**config.mk**
```make
export PLATFORM = sky130hd
export DESIGN_NAME = spi_panel_wr
export DESIGN_NICKNAME = d
export VERILOG_FILES = /design/src/rtl/spi_wr_pkg.sv /design/src/rtl/spi_wr_pack.sv /design/src/rtl/spi_wr_pace.sv /design/src/rtl/spi_wr_fsm.sv /design/src/rtl/spi_panel_wr.sv
export SDC_FILE = /design/constraint.sdc
export NUM_CORES = 1
export LEC_CHECK = 0
export ABC_AREA = 0
export BUFFER_PORTS_ARGS = -buffer_cell sky130_fd_sc_hd__clkbuf_2
export CAP_MARGIN = 20
export CORE_ASPECT_RATIO = 0.7
export CORE_MARGIN = 2
export CORE_UTILIZATION = 32
export DETAILED_ROUTE_END_ITERATION = 16
export GPL_TIMING_DRIVEN = 0
export PLACE_DENSITY = 0.6
export REMOVE_ABC_BUFFERS = 1
export SLEW_MARGIN = 20
export SYNTH_ARGS = -nofsm -noshare
export SYNTH_HDL_FRONTEND = slang
export SYNTH_SLANG_ARGS = --single-unit
```
**constraint.sdc**
```tcl
create_clock -name clk -period 2.09 [get_ports clk]
set_input_delay 0 -clock clk [delete_from_list [all_inputs] [get_ports clk]]
set_output_delay 0 -clock clk [all_outputs]
set_load 0.01 [all_outputs]
```
**src/rtl/spi_wr_pkg.sv**
```systemverilog
package spi_wr_pkg;

    typedef enum logic [2:0] {
        ST_IDLE  = 3'd0,
        ST_SETUP = 3'd1,
        ST_HIGH  = 3'd2,
        ST_LOW   = 3'd3,
        ST_HOLD  = 3'd4,
        ST_GAP   = 3'd5
    } wr_state_t;

    // bits 9:8 of the frame: zero then the write marker
    localparam logic [1:0] WR_MARK = 2'b01;

endpackage

```
**src/rtl/spi_wr_pack.sv**
```systemverilog
module spi_wr_pack #(
    parameter int ADDR_W = 6,
    parameter int DATA_W = 8,
    localparam int FRAME_W = ADDR_W + 2 + DATA_W
) (
    input  logic [ADDR_W-1:0]  addr,
    input  logic [DATA_W-1:0]  data,
    output logic [FRAME_W-1:0] frame
);
    import spi_wr_pkg::*;

    always_comb begin
        frame = {addr, WR_MARK, data};
    end

endmodule

```
**src/rtl/spi_wr_pace.sv**
```systemverilog
module spi_wr_pace #(
    parameter int HALF_DIV = 4,
    localparam int CW = (HALF_DIV > 1) ? $clog2(HALF_DIV) : 1
) (
    input  logic clk,
    input  logic rst_n,
    input  logic run,
    output logic tick
);
    logic [CW-1:0] cnt;
    logic          at_end;

    assign at_end = (cnt == CW'(HALF_DIV - 1));
    assign tick   = run && at_end;

    always_ff @(posedge clk) begin
        if (!rst_n || !run) begin
            cnt <= '0;
        end else if (at_end) begin
            cnt <= '0;
        end else begin
            cnt <= cnt + 1'b1;
        end
    end

    generate
        if (HALF_DIV > 1) begin : g_gap_chk
            // phase ticks never come back to back when a half period spans several clocks
            p_tick_spaced_r7: assert property (@(posedge clk) disable iff (!rst_n)
                tick |=> !tick)
                else $error("pacer ticked on consecutive cycles");
        end
    endgenerate

endmodule

```
**src/rtl/spi_wr_fsm.sv**
```systemverilog
module spi_wr_fsm #(
    parameter int FRAME_W = 16,
    localparam int CNT_W = $clog2(FRAME_W)
) (
    input  logic               clk,
    input  logic               rst_n,
    input  logic               start,
    input  logic [FRAME_W-1:0] frame_in,
    input  logic               tick,
    output logic               idle,
    output logic               sclk,
    output logic               mosi,
    output logic               cs_n
);
    import spi_wr_pkg::*;

    wr_state_t         st, st_nx;
    logic [FRAME_W-1:0] sh;
    logic [CNT_W-1:0]   sent;
    logic               last_bit;

    assign last_bit = (sent == CNT_W'(FRAME_W - 1));

    // next-state decode
    always_comb begin
        st_nx = st;
        unique case (st)
            ST_IDLE:  if (start) st_nx = ST_SETUP;
            ST_SETUP: if (tick)  st_nx = ST_HIGH;
            ST_HIGH:  if (tick)  st_nx = last_bit ? ST_HOLD : ST_LOW;
            ST_LOW:   if (tick)  st_nx = ST_HIGH;
            ST_HOLD:  if (tick)  st_nx = ST_GAP;
            ST_GAP:   if (tick)  st_nx = ST_IDLE;
            default:             st_nx = ST_IDLE;
        endcase
    end

    // state register
    always_ff @(posedge clk) begin
        if (!rst_n) begin
            st <= ST_IDLE;
        end else begin
            st <= st_nx;
        end
    end

    // frame shifter: advances on the high-to-low transition except after the final bit
    always_ff @(posedge clk) begin
        if (!rst_n) begin
            sh   <= '0;
            sent <= '0;
        end else if (start && st == ST_IDLE) begin
            sh   <= frame_in;
            sent <= '0;
        end else if (tick && st == ST_HIGH) begin
            sent <= sent + 1'b1;
            if (!last_bit) begin
                sh <= sh << 1;
            end
        end
    end

    // output decode
    always_comb begin
        idle = (st == ST_IDLE);
        sclk = (st == ST_HIGH);
        cs_n = (st == ST_IDLE) || (st == ST_GAP);
        mosi = cs_n ? 1'b0 : sh[FRAME_W-1];
    end

    // data held steady through each clock-high phase
    p_mosi_steady_r2: assert property (@(posedge clk) disable iff (!rst_n)
        (sclk && $past(sclk)) |-> $stable(mosi))
        else $error("mosi moved while sclk high");

    // a rising serial clock edge is always preceded by chip select already low
    p_cs_leads_r6: assert property (@(posedge clk) disable iff (!rst_n)
        $rose(sclk) |-> (!cs_n && !$past(cs_n)))
        else $error("sclk rose without chip-select lead");

    // chip select only releases from a clock-low state
    p_cs_release_low_r6: assert property (@(posedge clk) disable iff (!rst_n)
        $rose(cs_n) |-> (!sclk && !$past(sclk)))
        else $error("chip select rose next to a high clock");

endmodule

```
**src/rtl/spi_panel_wr.sv**
```systemverilog
module spi_panel_wr #(
    parameter int ADDR_W   = 6,
    parameter int DATA_W   = 8,
    parameter int HALF_DIV = 4
) (
    input  logic              clk,
    input  logic              rst_n,
    input  logic              req_valid,
    input  logic [ADDR_W-1:0] req_addr,
    input  logic [DATA_W-1:0] req_data,
    output logic              req_ready,
    output logic              spi_sclk,
    output logic              spi_mosi,
    output logic              spi_cs_n
);
    localparam int FRAME_W = ADDR_W + 2 + DATA_W;
    localparam int RC_W    = $clog2(FRAME_W + 1) + 1;

    logic [FRAME_W-1:0] frame;
    logic               idle;
    logic               tick;
    logic               take;

    assign take      = req_valid && idle;
    assign req_ready = idle;

    spi_wr_pack #(.ADDR_W(ADDR_W), .DATA_W(DATA_W)) u_pack (
        .addr  (req_addr),
        .data  (req_data),
        .frame (frame)
    );

    spi_wr_pace #(.HALF_DIV(HALF_DIV)) u_pace (
        .clk   (clk),
        .rst_n (rst_n),
        .run   (!idle),
        .tick  (tick)
    );

    spi_wr_fsm #(.FRAME_W(FRAME_W)) u_fsm (
        .clk      (clk),
        .rst_n    (rst_n),
        .start    (take),
        .frame_in (frame),
        .tick     (tick),
        .idle     (idle),
        .sclk     (spi_sclk),
        .mosi     (spi_mosi),
        .cs_n     (spi_cs_n)
    );

    // rising-edge tally per chip-select window, used only by the checks below
    logic            sclk_q;
    logic [RC_W-1:0] rises;

    always_ff @(posedge clk) begin
        if (!rst_n) begin
            sclk_q <= 1'b0;
            rises  <= '0;
        end else begin
            sclk_q <= spi_sclk;
            if (spi_cs_n) begin
                rises <= '0;
            end else if (spi_sclk && !sclk_q) begin
                rises <= rises + 1'b1;
            end
        end
    end

    // one full frame of clock edges per window
    p_frame_len_r1: assert property (@(posedge clk) disable iff (!rst_n)
        $rose(spi_cs_n) |-> (rises == RC_W'(FRAME_W)))
        else $error("wrong number of sclk edges in frame");

    // acceptance drops ready on the next cycle
    p_accept_busy_r8: assert property (@(posedge clk) disable iff (!rst_n)
        (req_valid && req_ready) |=> !req_ready)
        else $error("ready stayed high after acceptance");

    // idle lines quiet while ready
    p_idle_quiet_r9: assert property (@(posedge clk) disable iff (!rst_n)
        req_ready |-> (spi_cs_n && !spi_sclk && !spi_mosi))
        else $error("serial lines active while idle");

endmodule

```
==> run metrics <==
Site Rows 18; Cell variety after synth 33; worst flop-to-flop path startpoint u_fsm.st[0]; startpoint of the most critical hold path req_data[3]; horizontal die dimension between 70 and 80 um; Hold Path Cell Cnt 3; area of the multi-input gates about 670 sq um; most frequently used flop master after synthesis dfxtp_1; kind of cell adding the most delay to the critical path simple AND/OR/NAND/NOR gates; Seq. cell area roughly 500 sq um; Cell Area, Synth between 0.001 and 0.0015 sq mm; leftover overflow at the end of global routing 0; fraction of layout cells with a size suffix above 1 a little over a fifth; detailed placer's ending HPWL ~1600 um; worst setup path category flip-flop to flip-flop; CP startpoint u_fsm.st[0]; Max Buffers Root-to-Sink 2; maximum number of pins on one net before global-route repair 25; class of the most critical hold timing path input port to flip-flop; setup TNS after final layout 0 ns; Port Buf Inserts 20; Max H-tree Level 1; Fillers about 370; outcome finished, final reports clean; global router's overall resource usage between 10% and 20%; routed via count divided by cell count roughly 4.7; initial core utilization between 30% and 40%; sequential share of power 52.5%; kind of start point of the critical path flip-flop; clock transition at the register clock pins on the worst setup and hold paths after CTS roughly 0.080 ns; Final setup viols 0; worst slew slack as a fraction of its limit a little over half; NumNets Final about 170; share of synthesized area occupied by flip-flops and latches between 40% and 50%; PD cells about 800 mW/mm^2; time the final worst path needs with I/O delays and setup 1.93 ns; clock skew after layout roughly 0.0035 ns; crit share post-route between 90% and 100%; via count of the first global-routing pass just over 800; number of antenna violations at the first check in global routing 0; number of enable flip-flop cells after synthesis 0; highest attainable clock frequency between 500 and 600 MHz; portion of synthesized cell area occupied by the leading cell type 40.4%; share of flip-flops with an asynchronous set or reset after synthesis 0%; maximum fanout along the worst path 22; detailed-route via count approximately 960; Placed Cells incl. Taps just under 200; DIE AREA about 0.0044 sq mm; Post-CTS Setup Repair Bufs 0; slowest cell on the critical path or4b_1; Yosys reg bits 25; IR drop worst, VDD 402 uV; switching share of total power between 20% and 30%; area growth from synthesis to layout 12.6%; endpoint required time on the critical path 2.24 ns; post-route DRC violation count 0; proportion of power drawn by the clock network between 20% and 30%; leakage 0.615 nW; leading area contributor after synthesis dfxtp_1; CP arrival 2.08 ns; transition time at the pin with the least slew margin approximately 0.7 ns; Switch Pwr 0.332 mW; Max stage delay on crit path between 0.9 and 1 ns; RSZ-0062 raised after global routing no; worst-case reg-to-reg path depth 4; Final Max Slew Viols 0; combinational power share a little under a quarter; number of clock sinks 25; CORE AREA 0.00363 sq mm; TritonCTS clock tree done; cells taking the most area after synthesis dfxtp_1 40%, mux2i_1 7.3%, nor2_1 7.0%; Ports 21; height of the chip 56.1 um; ant diodes 0; total stage count of the critical path 4; total internal power approximately 0.79 mW; master cell of the clock root buffer clkbuf_8; final estimated routing congestion in global placement roughly 0.72; Worst setup EP type flip-flop; antenna-violating nets left 0; 1st-iter DRT viols 21; Yosys warnings 0; first-pass iteration count of the detailed router 4; average cell area after synthesis ~9.1 sq um; cell chain of the critical path or4b_1 -> and2_1 -> o21ai_1 -> a31oi_1; WL/cell between 10 and 15 um; wire length of the first global-routing pass approximately 3700 um; Final Non-Filler Cells approximately 200; Final Routed Wirelength roughly 2200 um; clock network latency to the later pin of the worst-skew pair ~0.26 ns; post-synthesis cell count approximately 140; Buf/Inv on CP 0; number of max-cap violations 0; final hold violations 0; number of clock buffers inserted by TritonCTS 3
[what timing repair did]
action,CTS,global route
hold buffers,2,0
gates resized for setup,0,0
hold endpoints to repair,2,0
[power groups by stage]
stage          Sequential, mW  Clock, mW  Combinational (mW)
6_report                0.588      0.276               0.256
5_1_grt                 0.596      0.310               0.288
4_1_cts                 0.588      0.294               0.258
3_5_place_dp            0.598          0               0.254
3_3_place_gp            0.594          0               0.245
2_1_floorplan           0.584          0               0.187
[routing by layer]
metal	GRT usage, %	up-vias	part of all wire [%]
li1	-	514	-
met1	14.7	432	53
met2	16.1	13	42
met4	0.752	0	0
met3	4.06	0	4.6
met5	0	-	0
[final timing paths]
check,slack (ns),endpoint
max reg2reg,0.16,u_fsm.sh[2]
min,0.02,u_fsm.sh[3]
max,0.16,u_fsm.sh[2]
min reg2reg,0.43,u_pace.cnt[0]
[worst register-to-register path, stage by stage, from the launching register on]
cell and delay, ns:
dfxtp_1 0.44, or4b_1 0.91, and2_1 0.30, o21ai_1 0.11, a31oi_1 0.05
[cell families (layout without fill, tap and decap cells)]
logic type	Yosys count	after routing	share of synthesized area, %
buf+inv	10	26	5.85
simple gates	53	53	24.0
mux	9	9	7.27
fa+ha+maj	2	2	2.02
compound gates	33	33	17.7
flops	25	25	40.4
xor+xnor	4	4	2.83
[placed cells by master (no fill, tap or decap)]
| cell type | count |
|---|---|
| clkinv_2 | 1 |
| nor3_1 | 3 |
| nor4b_1 | 1 |
| and4bb_1 | 1 |
| clkbuf_2 | 20 |
| o21ai_1 | 10 |
| dlygate4sd3_1 | 2 |
| a21boi_1 | 1 |
| nand3b_1 | 1 |
| nand4_1 | 1 |
| or4b_1 | 1 |
| xnor2_1 | 1 |
| ha_1 | 2 |
| nand2_1 | 8 |
| a211oi_2 | 6 |
| nand3_1 | 3 |
| dfxtp_1 | 25 |
| o21ai_0 | 6 |
| and3b_1 | 1 |
| a31oi_1 | 1 |
| nand2b_1 | 2 |
| nor2b_1 | 1 |
| and2_1 | 1 |
| a21oi_1 | 8 |
| nor4b_4 | 1 |
| clkbuf_8 | 3 |
| nand2_8 | 1 |
| nor4_1 | 1 |
| nor4bb_1 | 1 |
| xor2_1 | 3 |
| and3_1 | 2 |
| mux2i_1 | 9 |
| o211a_1 | 1 |
| nor2_1 | 23 |
[layout make-up]
class / instances / area share (%)
clock buffers: 3 / 2.96
clock inverters: 1 / 0.358
multi-input cells: 101 / 47.8
flip-flops and latches: 25 / 35.8
well taps: 50 / 4.48
repair buffers: 22 / 8.60
[sequential cells by signal, indices dropped and copies added, names as in the netlist]
signal      cells
u_fsm.st        3
u_fsm.sent      4
u_pace.cnt      2
u_fsm.sh       16
[Yosys cell counts, drive strengths merged (2+ instances only)]
| cell type | n |
|---|---|
| dfxtp | 25 |
| nor2 | 23 |
| o21ai | 16 |
| mux2i | 9 |
| nand2 | 9 |
| a21oi | 8 |
| buf | 8 |
| a211oi | 6 |
| nand3 | 3 |
| nor3 | 3 |
| xor2 | 3 |
| and3 | 2 |
| clkbuf | 2 |
| ha | 2 |
| nand2b | 2 |
| nor4b | 2 |
[stage by stage]
stage / setup slack, ns / power (mW) / cell area (sq um) / util (%) / hold slack (ns)
after detailed placement: 0.174 / 0.852 / 1330 / 36.7 / 0.241
after CTS: 0.145 / 1.14 / 1400 / 38.5 / 0.0152
final: 0.155 / 1.12 / 1400 / 38.5 / 0.0200
after global placement: 0.195 / 0.838 / 1330 / 36.7 / 0.235
after floorplan: 0.376 / 0.771 / 1170 / - / 0.133
after global routing: 0.0796 / 1.19 / 1400 / 38.5 / 0.0141
Note: power is estimated with default switching activity, not from simulation.
